[config.mk]
export PLATFORM = sky130hd
export DESIGN_NAME = ret_addr_stack
export DESIGN_NICKNAME = d
export VERILOG_FILES = /design/src/rtl/ret_stack_pkg.sv /design/src/rtl/rs_ptr_ctrl.sv /design/src/rtl/rs_wr_decode.sv /design/src/rtl/rs_word_array.sv /design/src/rtl/ret_addr_stack.sv
export SDC_FILE = /design/constraint.sdc
export NUM_CORES = 1
export LEC_CHECK = 0
export BUFFER_PORTS_ARGS = -buffer_cell sky130_fd_sc_hd__buf_2
export CELL_PAD_IN_SITES_DETAIL_PLACEMENT = 1
export CELL_PAD_IN_SITES_GLOBAL_PLACEMENT = 1
export CORE_UTILIZATION = 45
export CTS_CLUSTER_SIZE = 24
export DETAILED_ROUTE_END_ITERATION = 10
export HOLD_SLACK_MARGIN = 0.05
export PLACE_DENSITY_LB_ADDON = 0.1
export SYNTH_ARGS = -nofsm -noshare
export SYNTH_HDL_FRONTEND = slang
export SYNTH_SLANG_ARGS = --single-unit
[constraint.sdc]
create_clock -name clk -period 3.3 [get_ports clk]
set_input_delay 0.33 -clock clk [delete_from_list [all_inputs] [get_ports clk]]
set_output_delay 0.33 -clock clk [all_outputs]
set_load 0.005 [all_outputs]
[src/rtl/ret_stack_pkg.sv]
package ret_stack_pkg;

    typedef enum logic [1:0] {
        OP_IDLE    = 2'd0,
        OP_PUSH    = 2'd1,
        OP_POP     = 2'd2,
        OP_REPLACE = 2'd3
    } stack_op_e;

    // Resolve the strobes into one operation; empty turns pop into idle
    // and push+pop into a plain push.
    function automatic stack_op_e classify(input logic push, input logic pop,
                                           input logic is_empty);
        if (push && pop && !is_empty) return OP_REPLACE;
        if (push)                     return OP_PUSH;
        if (pop && !is_empty)         return OP_POP;
        return OP_IDLE;
    endfunction

endpackage

[src/rtl/rs_ptr_ctrl.sv]
module rs_ptr_ctrl
    import ret_stack_pkg::*;
#(
    parameter int DEPTH = 4,
    parameter int PTR_W = $clog2(DEPTH),
    parameter int CNT_W = $clog2(DEPTH + 1)
) (
    input  logic             clk,
    input  logic             rst_n,
    input  logic             clr_i,
    input  logic             push_i,
    input  logic             pop_i,
    output logic             wr_en_o,
    output logic [PTR_W-1:0] wr_idx_o,
    output logic [PTR_W-1:0] rd_ptr_o,
    output logic             full_o,
    output logic             empty_o
);

    localparam logic [CNT_W-1:0] CNT_MAX = CNT_W'(DEPTH);
    localparam logic [PTR_W-1:0] PTR_TOP = PTR_W'(DEPTH - 1);

    typedef struct packed {
        logic [PTR_W-1:0] wr;
        logic [PTR_W-1:0] rd;
        logic [CNT_W-1:0] cnt;
    } ptr_state_t;

    ptr_state_t state_d, state_q;
    stack_op_e  op;

    function automatic logic [PTR_W-1:0] ptr_inc(input logic [PTR_W-1:0] p);
        return (p == PTR_TOP) ? '0 : p + 1'b1;
    endfunction

    function automatic logic [PTR_W-1:0] ptr_dec(input logic [PTR_W-1:0] p);
        return (p == '0) ? PTR_TOP : p - 1'b1;
    endfunction

    assign empty_o  = (state_q.cnt == '0);
    assign full_o   = (state_q.cnt == CNT_MAX);
    assign rd_ptr_o = state_q.rd;
    assign op       = classify(push_i, pop_i, empty_o);

    always_comb begin
        state_d  = state_q;
        wr_en_o  = 1'b0;
        wr_idx_o = state_q.wr;
        if (clr_i) begin
            state_d = '0;
        end else begin
            unique case (op)
                OP_PUSH: begin
                    wr_en_o     = 1'b1;
                    wr_idx_o    = state_q.wr;
                    state_d.rd  = state_q.wr;
                    state_d.wr  = ptr_inc(state_q.wr);
                    if (state_q.cnt != CNT_MAX)
                        state_d.cnt = state_q.cnt + 1'b1;
                end
                OP_REPLACE: begin
                    wr_en_o  = 1'b1;
                    wr_idx_o = state_q.rd;
                end
                OP_POP: begin
                    state_d.wr  = ptr_dec(state_q.wr);
                    state_d.rd  = ptr_dec(state_q.rd);
                    state_d.cnt = state_q.cnt - 1'b1;
                end
                default: ;
            endcase
        end
    end

    always_ff @(posedge clk or negedge rst_n) begin
        if (!rst_n) state_q <= '0;
        else        state_q <= state_d;
    end

    // clear empties the stack on the next cycle
    a_r9_clear_empties: assert property (@(posedge clk) disable iff (!rst_n)
        clr_i |=> (empty_o && !full_o));

    // popping an empty stack leaves it empty
    a_r6_pop_empty_holds: assert property (@(posedge clk) disable iff (!rst_n)
        (empty_o && pop_i && !push_i && !clr_i) |=> empty_o);

    // a push into a full stack keeps it full
    a_r5_full_stays: assert property (@(posedge clk) disable iff (!rst_n)
        (full_o && push_i && !pop_i && !clr_i) |=> full_o);

    // idle cycles move no pointer
    a_r10_idle_hold: assert property (@(posedge clk) disable iff (!rst_n)
        (!push_i && !pop_i && !clr_i) |=> ($stable(state_q.rd) && $stable(state_q.wr)));

    // with entries present the read slot sits just behind the write slot
    a_r3_ptr_adjacent: assert property (@(posedge clk) disable iff (!rst_n)
        !empty_o |-> (ptr_inc(state_q.rd) == state_q.wr));

    // the two flags never coincide
    a_r4_flags_exclusive: assert property (@(posedge clk) disable iff (!rst_n)
        !(full_o && empty_o));

endmodule

[src/rtl/rs_wr_decode.sv]
module rs_wr_decode #(
    parameter int DEPTH = 4,
    parameter int PTR_W = $clog2(DEPTH)
) (
    input  logic             en_i,
    input  logic [PTR_W-1:0] idx_i,
    output logic [DEPTH-1:0] onehot_o
);

    for (genvar i = 0; i < DEPTH; i++) begin : g_slot
        assign onehot_o[i] = en_i && (idx_i == PTR_W'(i));
    end

endmodule

[src/rtl/rs_word_array.sv]
module rs_word_array #(
    parameter int WIDTH = 12,
    parameter int DEPTH = 4,
    parameter int PTR_W = $clog2(DEPTH)
) (
    input  logic             clk,
    input  logic             rst_n,
    input  logic [DEPTH-1:0] we_i,
    input  logic [WIDTH-1:0] wdata_i,
    input  logic [PTR_W-1:0] rd_ptr_i,
    output logic [WIDTH-1:0] rdata_o
);

    logic [WIDTH-1:0] word_d [DEPTH];
    logic [WIDTH-1:0] word_q [DEPTH];

    always_comb begin
        for (int i = 0; i < DEPTH; i++)
            word_d[i] = we_i[i] ? wdata_i : word_q[i];
    end

    always_ff @(posedge clk or negedge rst_n) begin
        if (!rst_n) begin
            for (int i = 0; i < DEPTH; i++) word_q[i] <= '0;
        end else begin
            for (int i = 0; i < DEPTH; i++) word_q[i] <= word_d[i];
        end
    end

    assign rdata_o = word_q[rd_ptr_i];

    // at most one slot is written per cycle
    a_r2_single_write: assert property (@(posedge clk) disable iff (!rst_n)
        $onehot0(we_i));

endmodule

[src/rtl/ret_addr_stack.sv]
module ret_addr_stack #(
    parameter int WIDTH = 12,
    parameter int DEPTH = 4
) (
    input  logic             clk,
    input  logic             rst_n,
    input  logic             clr_i,
    input  logic             push_i,
    input  logic             pop_i,
    input  logic [WIDTH-1:0] wdata_i,
    output logic [WIDTH-1:0] top_o,
    output logic             full_o,
    output logic             empty_o
);

    localparam int PTR_W = $clog2(DEPTH);
    localparam int CNT_W = $clog2(DEPTH + 1);

    logic             wr_en;
    logic [PTR_W-1:0] wr_idx;
    logic [PTR_W-1:0] rd_ptr;
    logic [DEPTH-1:0] slot_we;

    rs_ptr_ctrl #(.DEPTH(DEPTH), .PTR_W(PTR_W), .CNT_W(CNT_W)) u_ctrl (
        .clk      (clk),
        .rst_n    (rst_n),
        .clr_i    (clr_i),
        .push_i   (push_i),
        .pop_i    (pop_i),
        .wr_en_o  (wr_en),
        .wr_idx_o (wr_idx),
        .rd_ptr_o (rd_ptr),
        .full_o   (full_o),
        .empty_o  (empty_o)
    );

    rs_wr_decode #(.DEPTH(DEPTH), .PTR_W(PTR_W)) u_dec (
        .en_i     (wr_en),
        .idx_i    (wr_idx),
        .onehot_o (slot_we)
    );

    rs_word_array #(.WIDTH(WIDTH), .DEPTH(DEPTH), .PTR_W(PTR_W)) u_words (
        .clk      (clk),
        .rst_n    (rst_n),
        .we_i     (slot_we),
        .wdata_i  (wdata_i),
        .rd_ptr_i (rd_ptr),
        .rdata_o  (top_o)
    );

    // a lone push shows its word on top next cycle
    a_r2_push_to_top: assert property (@(posedge clk) disable iff (!rst_n)
        (push_i && !pop_i && !clr_i) |=> (top_o == $past(wdata_i)) && !empty_o);

    // push with pop on a non-empty stack rewrites the top word
    a_r7_replace_top: assert property (@(posedge clk) disable iff (!rst_n)
        (push_i && pop_i && !clr_i && !empty_o) |=> (top_o == $past(wdata_i)));

    // the top word holds while no strobe is active
    a_r10_top_stable: assert property (@(posedge clk) disable iff (!rst_n)
        (!push_i && !pop_i && !clr_i) |=> $stable(top_o));

endmodule

==> results.cfg, run 1 <==
[status]
outcome = complete, no violations

[final_layout]
nNetsFinal = 252
layout.cells.non_filler = 307
flow.area_growth_from_synthesis_pct = 10.5
n_antenna_cell = 0
drive_gt1_frac = 0.461

[synth]
synth.most_common_cell = dfrtp_1
synth_area_per_cell_um2 = 13.9
synthesis.nets = 224
synthCells = 203
synth-main-ff-cell = dfrtp_1
yosysUniqueCellTypes = 44
synth-seq-cells = 55
yosysSeqAreaShare = 0.488
yosysTopAreaCellShare = 0.488
synth_commonest_cells = dfrtp_1, mux2_2, mux4_2
synth_largest_area_cell = dfrtp_1
synthArstFlopShare = 1.00
synth_area_leaders = dfrtp_1, mux2_2, mux4_2
ys_warn_count = 0
netlist_area_um2 = 2820
synth_edf_count = 0

[cts]
holdBufCountCts = 0
cts_buffer_depth = 2
cts_made_buffers = 5
clk_pin_slew_ns = 0.11
cts_root_buf = clkbuf_8
clock-sinks = 55
cts_resized = 0
cts_tree = built
cts_htree_levels = 2
insertion_delay_ns = 0.32
cts_setup_buffers = 0

[grt]
grt_use_met1 = 0.288
grt_pass1_wl_um = 10300
use_met3 = 0.0393
grt_use_met2 = 0.351
gr-total-overflow = 0
grt_antenna_before_repair = 0
grt_pass1_vias = 1987
grt_max_degree = 32
grt-busiest-layer = met2
grt_usage = 0.212

[critical_path]
path_cells = o31ai_4, nor2_1, xor2_1, ha_1, o311a_1, a311oi_1, a21oi_1
cpMaxStageDelayCell = o31ai_4
path_max_fanout = 16
end_kind = register
worstPathRequired_ns = 3.49
critPathKind = register to register
worst_setup_path_start_kind = register
max_stage_delay_ns = 0.68
cpLargestDelayFamily = compound AO/OA/AOI/OAI gates
path_buf_inv = 0
cp.arrival_ns = 2.79

[floorplan]
pin_count = 31
die_area_um2 = 6580
die_w_um = 81.1
die_h_um = 81.1
coreArea_um2 = 5990
placementRows = 28
start_util = 0.470

[detailed_routing]
num_vias = 1795
avgRoutedWirePerCell_um = 19.6
dr.pass1.iters = 4
drt_iter0_drc = 58
wl_um = 6010
routed_via_density = 5.85
drc = 0
postRouteAntennaNets = 0

[job]
cap_violations = 0

[placed_design]
dp_hpwl_um = 4140
routabilityCongestion = 0.734
dpl.cell_count = 299
portBuffers = 30

[timing]
final-setup-viol-count = 0
min_period_over_period = 0.786
skew_ns = 0.0163
rsz0062_at_grt = no
period_minus_slack_ns = 2.59
slew-limit-headroom = 0.516
hold_violations = 0
slew_viol_final = 0
tightest_slew_ns = 0.724
setup_tns_ns = 0
max_freq_ghz = 0.385

[power_and_ir_drop]
leakagePower_nw = 1.37
vdd_ir_drop_max_mv = 0.416
p_per_area_nw_per_um2 = 774

[hold_path]
hold_path.class = input pin to async pin
==> state kept, by name, summed over array words and instances, names as in the netlist <==
register / cells
u_ctrl.rd_ptr_o: 2
u_ctrl.state_q: 5
u_words.word_q: 48
==> through the flow <==
step	worst slack [ns]	hold slack [ns]	area, µm²	utilization	total power, mW
2_1_floorplan	1.09	0.0344	2820	-	1.75
4_1_cts	0.720	0.0755	3110	0.520	2.44
3_5_place_dp	0.731	0.431	3020	0.504	2.05
5_1_grt	0.598	0.112	3110	0.520	2.58
3_3_place_gp	0.932	0.419	3020	0.504	1.97
6_report	0.706	0.0554	3110	0.520	2.41
==> final cells by class <==
type	count	area, µm²
Fill cell	595	2880
Timing Repair Buffer	37	203
Clock inverter	3	27.5
Clock buffer	5	68.8
Multi-Input combinational cell	127	1330
Tap cell	75	93.8
Sequential cell	55	1380
Inverter	5	18.8
==> cell families after synthesis <==
group,synth area share
AND/OR/NAND/NOR,0.0675
flip-flops,0.488
multiplexers,0.306
AO/OA/AOI/OAI,0.0693
buffers and inverters,0.0448
XOR/XNOR,0.00622
adder cells (fa/ha/maj),0.0178
==> layout by cell type (no fill, tap or decap), types with 3 or more instances in the layout <==
master    netlist  routed
ha_1            4       4
mux2_4         10      10
dfrtp_1        55      55
nor2_1          9       9
o21ai_0         3       3
nand2b_1        4       4
mux4_2         11      11
inv_1           5       5
a21oi_1         7       7
clkbuf_8        0       5
buf_4           4       7
mux2_2         38      38
nor4_1          6       6
buf_2           2      30
a31oi_1         3       3
==> metal layers <==
metal,vias up,share of wire
li1,817,-
met1,949,0.44
met2,23,0.53
met3,6,0.021
met4,0,0.0095
met5,-,0
==> worst paths after layout <==
path	start	end	slack [ns]	depth (start not counted)
max	u_ctrl.state_q[1]	u_ctrl.state_q[2]	0.71	7
min	rst_n	u_ctrl.rd_ptr_o[1]	0.06	1
max reg2reg	u_ctrl.state_q[1]	u_ctrl.state_q[2]	0.71	7
min reg2reg	u_words.word_q[16]	u_words.word_q[16]	0.52	1
max in group asynchronous	rst_n	u_words.word_q[28]	2.42	2
min in group clk	wdata_i[7]	u_words.word_q[7]	0.27	2
==> power breakdown <==
group	internal [mW]	switching [mW]
registers	0.978	0.181
logic	0.537	0.322
clock network	0.156	0.236
Note: power is estimated with default switching activity, not from simulation.
==> run 2, diff against run 1 <==
--- a/config.mk
+++ b/config.mk
@@ -8,7 +8,7 @@
 export BUFFER_PORTS_ARGS = -buffer_cell sky130_fd_sc_hd__buf_2
 export CELL_PAD_IN_SITES_DETAIL_PLACEMENT = 1
 export CELL_PAD_IN_SITES_GLOBAL_PLACEMENT = 1
-export CORE_UTILIZATION = 45
+export CORE_UTILIZATION = 43
 export CTS_CLUSTER_SIZE = 24
 export DETAILED_ROUTE_END_ITERATION = 10
 export HOLD_SLACK_MARGIN = 0.05
==> constraint.sdc (replaced) <==
create_clock -name clk -period 2.3 [get_ports clk]
set_input_delay 0.23 -clock clk [delete_from_list [all_inputs] [get_ports clk]]
set_output_delay 0.23 -clock clk [all_outputs]
set_load 0.005 [all_outputs]
==> results.cfg, run 2 (same netlist as run 1, synthesis figures left out) <==
[status]
outcome = complete, no violations

[cts]
insertion_delay_ns = 0.31
cts_tree = built
cts_made_buffers = 5
cts_setup_buffers = 0
cts_resized = 0
cts_buffer_depth = 2
clk_pin_slew_ns = 0.09
clock-sinks = 55
cts_root_buf = clkbuf_8
cts_htree_levels = 2
holdBufCountCts = 0

[floorplan]
pin_count = 31
die_w_um = 83.0
placementRows = 29
die_area_um2 = 6880
die_h_um = 83.0
coreArea_um2 = 6350
start_util = 0.444

[critical_path]
cpLargestDelayFamily = flip-flops
max_stage_delay_ns = 0.57
path_cells = o31ai_4, or4_1, o41ai_4, buf_4, mux2_2
end_kind = register
path_buf_inv = 1
critPathKind = register to register
path_max_fanout = 12
worstPathRequired_ns = 2.50
cp.arrival_ns = 2.26
cpMaxStageDelayCell = dfrtp_1
worst_setup_path_start_kind = register

[power_and_ir_drop]
p_sw_frac = 0.295
clkPwrFrac = 0.185
p_per_area_nw_per_um2 = 1120
p_seq_frac = 0.463
switchingPower_mw = 1.05
internal_power_mw = 2.52
leakagePower_nw = 1.40
vdd_ir_drop_max_mv = 0.557
pwr-share-comb = 0.352

[detailed_routing]
postRouteAntennaNets = 0
dr.pass1.iters = 6
avgRoutedWirePerCell_um = 19.1
routed_via_density = 5.73
drt_iter0_drc = 78
num_vias = 1800
drc = 0
wl_um = 5990

[timing]
skew_ns = 0.0108
setup_tns_ns = 0
min_period_over_period = 0.895
final-setup-viol-count = 0
rsz0062_at_grt = no
slew-limit-headroom = 0.525
slew_viol_final = 0
max_freq_ghz = 0.486
tightest_slew_ns = 0.712
period_minus_slack_ns = 2.06
hold_violations = 0
hold_ws_ns = 0.0439

[final_layout]
regMostFlops = u_words.word_q
n_antenna_cell = 0
drive_gt1_frac = 0.473
flow.area_growth_from_synthesis_pct = 12.6
layout_common_cells = dfrtp_1, mux2_2, buf_2
mostFrequentLayoutCell = dfrtp_1
fillCellCount = 661
nNetsFinal = 257
largest_reg_flops = 48

[grt]
grt_usage = 0.190
gr-total-overflow = 0
grt_pass1_vias = 1983
grt_max_degree = 56
grt_antenna_before_repair = 0
grt_pass1_wl_um = 10300

[placed_design]
portBuffers = 30
routabilityCongestion = 0.767
dp_hpwl_um = 4060

[job]
cap_violations = 0

[hold_path]
hold_path.class = input pin to async pin
-- run 2: cell count changes in the layout (fill, tap and decap cells not counted), sizes merged --
cell    previous run  this run
bufinv             0         1
clkinv             1         0
buf               37        42
-- run 2: metal layers --
layer | vias to the layer above | share of wire | wire length (µm) | track usage
met3 | 7 | 0.024 | 146 | 0.0278
met4 | 0 | 0.013 | 78 | 0.0627
li1 | 819 | - | - | -
met1 | 940 | 0.46 | 2740 | 0.250
met5 | - | 0 | 0 | 0
met2 | 34 | 0.51 | 3020 | 0.323
-- run 2: power groups by stage --
stage          logic, mW  clock network (mW)  registers [mW]
6_report            1.26               0.660            1.65
3_5_place_dp        1.27                   0            1.68
2_1_floorplan      0.952                   0            1.57
3_3_place_gp        1.21                   0            1.62
4_1_cts             1.28               0.685            1.65
5_1_grt             1.37               0.725            1.71
-- run 2: final timing paths --
path	to	startpoint	slack, ns	cells after the start
setup / recovery	u_words.word_q[0]	u_ctrl.state_q[2]	0.24	5
hold / removal	u_ctrl.state_q[0]	rst_n	0.04	2
setup reg to reg	u_words.word_q[0]	u_ctrl.state_q[2]	0.24	5
hold reg to reg	u_words.word_q[12]	u_words.word_q[12]	0.51	1
max in group asynchronous	u_words.word_q[11]	rst_n	1.79	2
min in group clk	u_words.word_q[10]	wdata_i[10]	0.18	2
-- run 2: layout make-up --
cell class,instances,area (µm²),share of cell area
flip-flops and latches,55,1380,0.434
multi-input cells,127,1330,0.418
repair buffers,42,240,0.0757
well taps,77,96.3,0.0304
clock buffers,5,68.8,0.0217
clock inverters,3,46.3,0.0146
inverters,5,18.8,0.00591
-- run 2: metrics by stage --
step	worst slack, ns	util	cells	instance area, µm²	power, mW
2_1_floorplan	0.0886	-	203	2820	2.52
3_3_place_gp	0.307	0.482	306	3060	2.82
3_5_place_dp	0.248	0.482	306	3060	2.95
4_1_cts	0.237	0.500	314	3170	3.62
5_1_grt	0.147	0.500	314	3170	3.81
6_report	0.241	0.500	314	3170	3.57
